`src/rtl/gpio_evt_pkg.sv`:
```
package gpio_evt_pkg;
  localparam int unsigned ADDR_W = 5;
  localparam int unsigned SEL_W  = ADDR_W - 2;

  typedef enum logic [SEL_W-1:0] {
    SEL_DIR  = 3'd0,
    SEL_ODR  = 3'd1,
    SEL_DAT  = 3'd2,
    SEL_EVT  = 3'd3,
    SEL_MSK  = 3'd4,
    SEL_SNSA = 3'd5,
    SEL_SNSB = 3'd6,
    SEL_NONE = 3'd7
  } reg_sel_e;

  localparam logic [1:0] SNS_BOTH = 2'd0;
  localparam logic [1:0] SNS_RISE = 2'd1;
  localparam logic [1:0] SNS_FALL = 2'd2;
endpackage

```
`src/rtl/gpio_in_sync.sv`:
```
module gpio_in_sync #(
  parameter int unsigned W = 32
) (
  input  logic         clk_i,
  input  logic         rst_ni,
  input  logic [W-1:0] d_i,
  output logic [W-1:0] lvl_o,
  output logic [W-1:0] prev_o
);
  logic [W-1:0] s1_q, s2_q, s3_q;

  always_ff @(posedge clk_i or negedge rst_ni) begin
    if (!rst_ni) begin
      s1_q <= '0;
      s2_q <= '0;
      s3_q <= '0;
    end else begin
      s1_q <= d_i;
      s2_q <= s1_q;
      s3_q <= s2_q;
    end
  end

  assign lvl_o  = s2_q;
  assign prev_o = s3_q;
endmodule

```
`src/rtl/gpio_edge_sense.sv`:
```
module gpio_edge_sense import gpio_evt_pkg::*; #(
  parameter int unsigned NPINS = 32,
  parameter bit          EXT   = 1'b0
) (
  input  logic [NPINS-1:0] lvl_i,
  input  logic [NPINS-1:0] prev_i,
  input  logic [NPINS-1:0] snsa_i,
  input  logic [NPINS-1:0] snsb_i,
  output logic [NPINS-1:0] hit_o
);
  localparam int unsigned HALF = NPINS / 2;

  logic [NPINS-1:0] rise, fall;
  assign rise = lvl_i & ~prev_i;
  assign fall = ~lvl_i & prev_i;

  if (EXT) begin : g_ext
    for (genvar b = 0; b < NPINS; b++) begin : g_bit
      localparam int unsigned PIN = NPINS - 1 - b;
      localparam int unsigned OFS = (HALF - 1 - (PIN % HALF)) * 2;
      logic [1:0] code;
      if (PIN < HALF) begin : g_a
        assign code = snsa_i[OFS +: 2];
      end else begin : g_b
        assign code = snsb_i[OFS +: 2];
      end
      always_comb begin
        unique case (code)
          SNS_BOTH: hit_o[b] = rise[b] | fall[b];
          SNS_RISE: hit_o[b] = rise[b];
          SNS_FALL: hit_o[b] = fall[b];
          default:  hit_o[b] = 1'b0; // reserved code
        endcase
      end
    end
  end else begin : g_basic
    logic unused_snsb;
    assign unused_snsb = ^snsb_i;
    assign hit_o = fall | (rise & ~snsa_i);
  end
endmodule

```
`src/rtl/gpio_evt_latch.sv`:
```
module gpio_evt_latch #(
  parameter int unsigned W = 32
) (
  input  logic         clk_i,
  input  logic         rst_ni,
  input  logic [W-1:0] hit_i,
  input  logic [W-1:0] clr_i,
  output logic [W-1:0] ev_o
);
  logic [W-1:0] ev_q;

  // set beats clear
  always_ff @(posedge clk_i or negedge rst_ni) begin
    if (!rst_ni) ev_q <= '0;
    else         ev_q <= (ev_q & ~clr_i) | hit_i;
  end

  assign ev_o = ev_q;

  AST_EVT_STICKY: assert property (@(posedge clk_i) disable iff (!rst_ni)
    1'b1 |=> (($past(ev_q) & ~$past(clr_i) & ~ev_q) == '0));

  AST_HIT_WINS: assert property (@(posedge clk_i) disable iff (!rst_ni)
    1'b1 |=> (($past(hit_i) & ~ev_q) == '0));
endmodule

```
`src/rtl/gpio_event_ctrl.sv`:
```
module gpio_event_ctrl import gpio_evt_pkg::*; #(
  parameter int unsigned NPINS   = 32,
  parameter bit          EXT_MODE = 1'b0,
  parameter int unsigned IN_ONLY = 4
) (
  input  logic              clk_i,
  input  logic              rst_ni,
  input  logic [ADDR_W-1:0] addr_i,
  input  logic              we_i,
  input  logic [NPINS-1:0]  wdata_i,
  output logic [NPINS-1:0]  rdata_o,
  input  logic [NPINS-1:0]  pin_i,
  output logic [NPINS-1:0]  pin_o,
  output logic [NPINS-1:0]  pin_oe_o,
  output logic              irq_o
);
  reg_sel_e sel;
  logic unused_addr;
  assign sel = reg_sel_e'(addr_i[ADDR_W-1:2]);
  assign unused_addr = ^addr_i[1:0];

  logic [NPINS-1:0] dir_q, odr_q, dat_q, msk_q, snsa_q, snsb_q;
  logic [NPINS-1:0] dir_wmask, pin_reg, lvl, prev, hit, clr, evt;

  // pin n <-> register bit NPINS-1-n
  for (genvar b = 0; b < NPINS; b++) begin : g_map
    localparam int unsigned PIN = NPINS - 1 - b;
    assign dir_wmask[b] = !(EXT_MODE && (b < IN_ONLY));
    assign pin_reg[b]   = pin_i[PIN];
    assign pin_o[PIN]    = dat_q[b] & ~odr_q[b];
    assign pin_oe_o[PIN] = dir_q[b] & (~odr_q[b] | ~dat_q[b]);
  end

  always_ff @(posedge clk_i or negedge rst_ni) begin
    if (!rst_ni) begin
      dir_q  <= '0;
      odr_q  <= '0;
      dat_q  <= '0;
      msk_q  <= '0;
      snsa_q <= '0;
    end else if (we_i) begin
      unique case (sel)
        SEL_DIR:  dir_q  <= wdata_i & dir_wmask;
        SEL_ODR:  odr_q  <= wdata_i;
        SEL_DAT:  dat_q  <= wdata_i;
        SEL_MSK:  msk_q  <= wdata_i;
        SEL_SNSA: snsa_q <= wdata_i;
        default: ;
      endcase
    end
  end

  if (EXT_MODE) begin : g_snsb
    always_ff @(posedge clk_i or negedge rst_ni) begin
      if (!rst_ni)                         snsb_q <= '0;
      else if (we_i && (sel == SEL_SNSB))  snsb_q <= wdata_i;
    end
  end else begin : g_no_snsb
    assign snsb_q = '0;
  end

  assign clr = (we_i && (sel == SEL_EVT)) ? wdata_i : '0;

  gpio_in_sync #(.W(NPINS)) u_sync (
    .clk_i (clk_i),
    .rst_ni(rst_ni),
    .d_i   (pin_reg),
    .lvl_o (lvl),
    .prev_o(prev)
  );

  gpio_edge_sense #(.NPINS(NPINS), .EXT(EXT_MODE)) u_sense (
    .lvl_i (lvl),
    .prev_i(prev),
    .snsa_i(snsa_q),
    .snsb_i(snsb_q),
    .hit_o (hit)
  );

  gpio_evt_latch #(.W(NPINS)) u_evt (
    .clk_i (clk_i),
    .rst_ni(rst_ni),
    .hit_i (hit),
    .clr_i (clr),
    .ev_o  (evt)
  );

  always_comb begin
    unique case (sel)
      SEL_DIR:  rdata_o = dir_q;
      SEL_ODR:  rdata_o = odr_q;
      SEL_DAT:  rdata_o = (dat_q & dir_q) | (lvl & ~dir_q);
      SEL_EVT:  rdata_o = evt;
      SEL_MSK:  rdata_o = msk_q;
      SEL_SNSA: rdata_o = snsa_q;
      SEL_SNSB: rdata_o = snsb_q;
      default:  rdata_o = '0;
    endcase
  end

  assign irq_o = |(evt & msk_q);

  AST_IRQ_NEEDS_MASK: assert property (@(posedge clk_i) disable iff (!rst_ni)
    irq_o |-> (msk_q != '0));

  AST_INPUT_ONLY_QUIET: assert property (@(posedge clk_i) disable iff (!rst_ni)
    EXT_MODE |-> (pin_oe_o[NPINS-1 -: IN_ONLY] == '0));

  AST_DAT_HOLD: assert property (@(posedge clk_i) disable iff (!rst_ni)
    !(we_i && (sel == SEL_DAT)) |=> $stable(dat_q));
endmodule

```
`config.mk`:
```
export PLATFORM = sky130hd
export DESIGN_NAME = gpio_event_ctrl
export DESIGN_NICKNAME = d
export VERILOG_FILES = /design/src/rtl/gpio_evt_pkg.sv /design/src/rtl/gpio_in_sync.sv /design/src/rtl/gpio_edge_sense.sv /design/src/rtl/gpio_evt_latch.sv /design/src/rtl/gpio_event_ctrl.sv
export SDC_FILE = /design/constraint.sdc
export NUM_CORES = 1
export LEC_CHECK = 0
export CORE_ASPECT_RATIO = 0.7
export CORE_MARGIN = 8
export CORE_UTILIZATION = 40
export DETAILED_ROUTE_END_ITERATION = 6
export PLACE_DENSITY = 0.71
export SLEW_MARGIN = 10
export SYNTH_ARGS = -nofsm -noshare
export SYNTH_HDL_FRONTEND = slang
export SYNTH_HIERARCHICAL = 1
export SYNTH_SLANG_ARGS = --single-unit
```
`constraint.sdc`:
```
create_clock -name clk_i -period 2 [get_ports clk_i]
set_input_delay 0.2 -clock clk_i [delete_from_list [all_inputs] [get_ports clk_i]]
set_output_delay 0.2 -clock clk_i [all_outputs]
set_load 0.01 [all_outputs]
```
==> results of run 1 <==
## path summary, 6_finish.rpt
kind / slack (ns) / endpoint
setup / recovery: -0.29 / irq_o
hold / removal: 0.08 / u_sync/s1_q[22]$_DFF_PN0_
hold reg to reg: 0.35 / u_sync/lvl_o[24]$_DFF_PN0_
setup reg to reg: 0.96 / dir_q[12]$_DFFE_PN0P_
max in group asynchronous: 1.03 / u_sync/s1_q[27]$_DFF_PN0_
min in group asynchronous: 0.21 / u_evt/ev_o[0]$_DFF_PN0_
## cells in the final DEF (no fill, tap or decap), types with 17 or more instances in the layout
cell / n
clkbuf_16: 29
dfrtp_1: 285
nand3_1: 33
buf_2: 21
mux2_1: 152
clkdlybuf4s50_1: 106
and3_1: 32
a22oi_1: 78
buf_12: 22
dlygate4sd2_1: 17
mux2_2: 21
buf_4: 130
a21o_1: 32
mux2i_1: 32
nor2b_1: 31
a22oi_2: 18
nand2b_1: 40
a21boi_0: 17
inv_1: 41
## worst reg2reg max path: cells and delay by family (launching register included)
kind                   cells  cell delay (ns)
buffers and inverters      2             0.26
flip-flops                 1             0.40
multiplexers               1             0.27
## layout make-up
type	instances	area, sq um	share of cell area
antenna	1	2.502	0.0001501
timing repair buffer	325	3045	0.1827
tap	412	515.5	0.03093
sequential	288	7211	0.4326
clock buffer	41	850.8	0.05105
clock inverter	9	47.55	0.002853
multi-input combinational	554	4841	0.2904
inverter	41	153.9	0.009234
## metrics by stage
stage | TNS (ns) | total power [mW] | hold slack (ns) | util
2_1_floorplan | 0 | 8.821 | -0.09559 | -
4_1_cts | -0.3319 | 16.21 | 0.05930 | 0.5491
3_3_place_gp | -40.61 | 10.85 | 0.1885 | 0.5098
6_report | -0.3103 | 16.13 | 0.08376 | 0.5524
3_5_place_dp | -44.44 | 10.94 | 0.1896 | 0.5098
5_1_grt | -0.3972 | 16.88 | 0.06269 | 0.5523
## state kept, by name, summed over array words and instances (netlist names)
| signal | count |
|---|---|
| u_evt/ev_o | 32 |
| odr_q | 32 |
| dir_q | 32 |
| msk_q | 32 |
| snsa_q | 32 |
| u_sync/lvl_o | 32 |
| dat_q | 32 |
| u_sync/s1_q | 32 |
| u_sync/prev_o | 32 |
## power by group
group	switching (mW)	internal (mW)	leakage (nW)	total, mW
Clock	2.22	2.93	0.451	5.15
Sequential	0.734	6.67	3.33	7.40
Combinational	1.54	2.03	3.63	3.57
## repair_timing
item / in CTS / in global routing
resized for setup: 144 / 44
pin swaps: 10 / 10
hold buffers: 1 / 0
endpoints found under the setup margin: 45 / 33
setup buffers: 37 / 4
endpoints found under the hold margin: 95 / 0
## metal layers
metal | track usage | wire [um] | vias up
met4 | 0.03271 | 552 | 0
li1 | - | - | 4015
met3 | 0.05146 | 2714 | 40
met2 | 0.2859 | 15430 | 300
met5 | 0 | 0 | -
met1 | 0.2892 | 17410 | 4508
==> metrics.cfg, run 1 <==
[finish]
fillerInstances=2507
synthToLayoutAreaGrowth_pct=35.20
final_cell_area_sq_um=16670
layout.nets=1310
fin_cells=1671
final_layout_size_suffix_gt1_frac=0.2377

[clocking]
clk_pin_slew_ns=0.06
cts-htree-levels=1
cts-buffers-inserted=28
root_buffer=clkbuf_16
cts_tree=built
clockBufferDepth=3
clock_latency_ns=0.55
numClockSinks=288

[die]
die_w_um=225.8
io_pins=169
die_height_um=162.9
design.die.area_sq_um=36780
initial_core_util=0.4086
core_sq_um=30170
num_rows=53

[setup_path]
cp_slowest_cell=or4_4
cp_top_family=simple AND/OR/NAND/NOR gates
max_stage_delay_ns=0.57
worst_setup_path_end_kind=output pin
reg2reg_depth=3
path_buf_inv=1
reg2reg_from=dir_q[12]$_DFFE_PN0P_
path_depth=4
cp_max_fo=2
cp_data_required_time_ns=1.80
cp_cell_sequence=a22oi_2, nand4_1, or4_4, buf_6
crit_type=reg2out
start_kind=register
critical_path_arrival_ns=2.09
startpoint=u_evt/ev_o[6]$_DFF_PN0_

[power]
vdd_drop_max_mv=0.5369
power_density_nw_per_um2=967.7
p_leak_nw=7.403

[routing]
routed_wirelength_um=36100
drc_errors=0
num_vias=8863
via_per_inst=5.304
drt_iter0_markers=674
routedWlPerCell_um=21.60
dr.pass1.iters=5
ant_nets=0

[run_status]
violations=negative setup slack
outcome=finished with violations

[timing]
hold_violations=0
max_freq_mhz=436.3
worst_pin_slew_ns=0.5224
relSlewSlack=0.6517
fin_crit_ns=2.292
layout_setup_ws_ns=-0.2920
skew_ns=0.004837
period_share=1.146
report.final.slew_viol_count=0
rsz0062_at_grt=yes
setup_violations=2

[yosys]
syn_area_sq_um=12330
syn_area_per_cell_sq_um=13.21
syn-num-nets=1005
yosys_warnings=6
synth_cells=933

[hold_path]
min_path_cells=1
hp-start=pin_i[9]
timing.hold.worst.class=in2reg

[placement]
hpwl_um=25150
io_buffers=166
place.gp.congestion=0.8224
placed_area_sq_um=15380
dp_cells=1579
dp_slack_ns=-0.4166

[global_route]
grt_max_degree=61
first_global_vias=9201
gr-total-overflow=0
grt_util_all_layers=0.1948
grt_antenna_before_repair=0
grt_pass1_wl_um=55950

[job]
max-cap-violations=0

Note: power is estimated with default switching activity, not from simulation.
==> run 2: changes to the inputs <==
- CORE_UTILIZATION: 40 -> 59
- PLACE_DENSITY: 0.71 -> 0.95
==> run 2 against run 1 <==
The run still ends with negative setup slack left. Total power is essentially flat. Sequential power grew 1%. Combinational power is essentially flat. Clock skew grew 0.018 ns. Clock-buffer cell count grew 3. Clock power shrank 0.8%. Setup slack gained 0.043 ns. Critical path depth is the same. Die area shrank 30%. Routed wire length grew 4.4%. Utilization grew 24 points. Global-route usage grew 9.0 points. Critical path type unchanged.
==> metrics.cfg, run 2 (same netlist as run 1, synthesis figures left out) <==
[clocking]
cts_tree=built  ; unchanged
clock_latency_ns=0.55  ; about the same
numClockSinks=288  ; unchanged
cts-buffers-inserted=27  ; was 28
clk_pin_slew_ns=0.07  ; was 0.06 ns
root_buffer=clkbuf_16  ; unchanged
cts-htree-levels=1  ; unchanged
clockBufferDepth=3  ; unchanged

[timing]
hold_ws_ns=0.08256  ; was 0.08376 ns
report.final.slew_viol_count=0  ; unchanged
setup_tns_ns=-0.2562  ; was -0.3103 ns
hold_violations=0  ; unchanged
period_share=1.124  ; was 1.146
rsz0062_at_grt=yes  ; unchanged
relSlewSlack=0.7251  ; was 0.6517
skew_ns=0.02262  ; was 0.004837 ns
max_freq_mhz=444.7  ; was 436.3 MHz
fin_crit_ns=2.249  ; was 2.292 ns
setup_violations=2  ; unchanged
worst_pin_slew_ns=0.4124  ; was 0.5224 ns
layout_setup_ws_ns=-0.2487  ; was -0.2920 ns

[power]
power_density_nw_per_um2=988.7  ; was 967.7 nW/um^2
pwr-share-clk=0.317  ; was 0.320
vdd_drop_max_mv=0.8115  ; was 0.5369 mV
p_comb_frac=0.219  ; was 0.222
p_int_mw=11.52  ; was 11.63 mW
p_leak_nw=7.226  ; was 7.403 nW
swShare=0.2858  ; was 0.2789
pwr-share-seq=0.464  ; was 0.459
switching_power_mw=4.610  ; was 4.497 mW

[job]
max-cap-violations=0  ; unchanged

[placement]
hpwl_um=23470  ; was 25150 um
io_buffers=166  ; unchanged
place.gp.congestion=0.9377  ; was 0.8224
dp_cells=1421  ; was 1579

[finish]
synthToLayoutAreaGrowth_pct=32.32  ; was 35.20%
final_common_cell=dfrtp_1  ; unchanged
fin_cells=1507  ; was 1671
layout.nets=1281  ; was 1310
layout_common_cells=dfrtp_1, mux2_1, clkdlybuf4s50_1  ; was dfrtp_1, mux2_1, buf_4
final_layout_size_suffix_gt1_frac=0.2215  ; was 0.2377

[setup_path]
reg2reg_depth=3  ; unchanged
critical_path_arrival_ns=2.05  ; was 2.09 ns
r2r-end=msk_q[10]$_DFFE_PN0P_  ; was dir_q[12]$_DFFE_PN0P_
worst_setup_path_end_kind=output pin  ; unchanged
cp_max_fo=2  ; unchanged
reg2reg_from=msk_q[10]$_DFFE_PN0P_  ; was dir_q[12]$_DFFE_PN0P_
cp_data_required_time_ns=1.80  ; about the same
r2r_slack_ns=0.87  ; was 0.96 ns
start_kind=register  ; unchanged
crit_type=reg2out  ; unchanged

[routing]
drc_errors=0  ; unchanged
dr.pass1.iters=5  ; unchanged
routedWlPerCell_um=25.01  ; was 21.60 um
ant_nets=0  ; unchanged
via_per_inst=6.317  ; was 5.304
drt_iter0_markers=1190  ; was 674
routed_wirelength_um=37690  ; was 36100 um
num_vias=9520  ; was 8863

[hold_path]
hp-start=pin_i[6]  ; was pin_i[9]
min_path_cells=1  ; unchanged
worstHoldEndpoint=u_sync/s1_q[25]$_DFF_PN0_  ; was u_sync/s1_q[22]$_DFF_PN0_
timing.hold.worst.class=in2reg  ; unchanged

[die]
initial_core_util=0.5987  ; was 0.4086
design.die.area_sq_um=25850  ; was 36780 sq um
die_w_um=188.8  ; was 225.8 um
num_rows=44  ; was 53
core_sq_um=20590  ; was 30170 sq um
io_pins=169  ; unchanged
die_height_um=136.9  ; was 162.9 um

[global_route]
grt_use_met3=0.05804  ; was 0.05146
met2_usage=0.4540  ; was 0.2859
grt_antenna_before_repair=3  ; was 0
grt_util_all_layers=0.2846  ; was 0.1948
grt_max_degree=76  ; was 61
grt.busiest_layer=met2  ; was met1
grt_use_met1=0.3866  ; was 0.2892
grt_pass1_wl_um=57930  ; was 55950 um
first_global_vias=10020  ; was 9201
gr-total-overflow=0  ; unchanged

[run_status]
violations=negative setup slack  ; unchanged
outcome=finished with violations  ; unchanged

==> run 2: cell types whose count changed in the layout (fill, tap and decap cells not counted), moves of 6 or more <==
cell / before / now
a22oi_1: 78 / 72
a22oi_2: 18 / 24
buf_2: 21 / 30
buf_4: 130 / 98
clkbuf_1: 4 / 10
clkdlybuf4s50_1: 106 / 115
clkinv_2: 8 / 1
dlygate4sd2_1: 17 / 5
==> run 2: power by group through the flow <==
stage               Combinational, mW  Clock, mW  Sequential, mW
floorplan                        1.59          0            7.23
global placement                 3.26          0            7.41
detailed placement               3.37          0            7.49
CTS                              3.44       5.10            7.40
global route                     3.78       5.38            7.56
finish                           3.54       5.11            7.48
==> run 2: repair_timing <==
action / CTS / global route
hold endpoints to repair: 288 / 0
pin swaps: 23 / 11
gates resized for setup: 170 / 34
setup endpoints to repair: 38 / 47
cloned: 2 / 0
buffers inserted: 27 / 5
hold buffers: 1 / 0
==> run 2: layout make-up <==
cell class	instances	area [sq um]
multi-input combinational	554	4860
timing repair buffer	297	2875
clock buffer	44	809.5
sequential	288	7209
clock inverter	4	52.55
inverter	41	153.9
fill	1117	4277
tap	276	345.3
antenna	3	7.507
==> run 2: routing by layer <==
| metal | share of wire | vias up |
|---|---|---|
| li1 | - | 3965 |
| met1 | 0.41 | 4847 |
| met2 | 0.47 | 603 |
| met3 | 0.092 | 103 |
| met4 | 0.030 | 2 |
| met5 | 0.00032 | - |
==> run 2: worst max-delay path by stage <==
stage	from	endpoint	slack (ns)
CTS	msk_q[6]$_DFFE_PN0P_	irq_o	-0.22
finish	u_evt/ev_o[26]$_DFF_PN0_	irq_o	-0.25
global placement	addr_i[4]	rdata_o[30]	-0.38
floorplan	addr_i[2]	odr_q[10]$_DFFE_PN0P_	0.46
detailed placement	addr_i[2]	rdata_o[21]	-0.42
global route	msk_q[24]$_DFFE_PN0P_	irq_o	-0.27
==> run 2: critical path, stage by stage (launching register included) <==
cell and delay, ns:
dfrtp_1 0.43, a22oi_2 0.19, nand4_1 0.17, or4_4 0.58
buf_6 0.14
==> run 2: per-stage QoR <==
step           utilization  total power, mW  setup WS [ns]  area (sq um)
4_1_cts             0.7851            15.94        -0.2206         16170
3_3_place_gp        0.7304            10.67        -0.3834         15040
5_1_grt             0.7922            16.71        -0.2745         16310
6_report            0.7923            16.13        -0.2487         16310
3_5_place_dp        0.7304            10.86        -0.4152         15040
2_1_floorplan            -            8.821         0.4582         12330
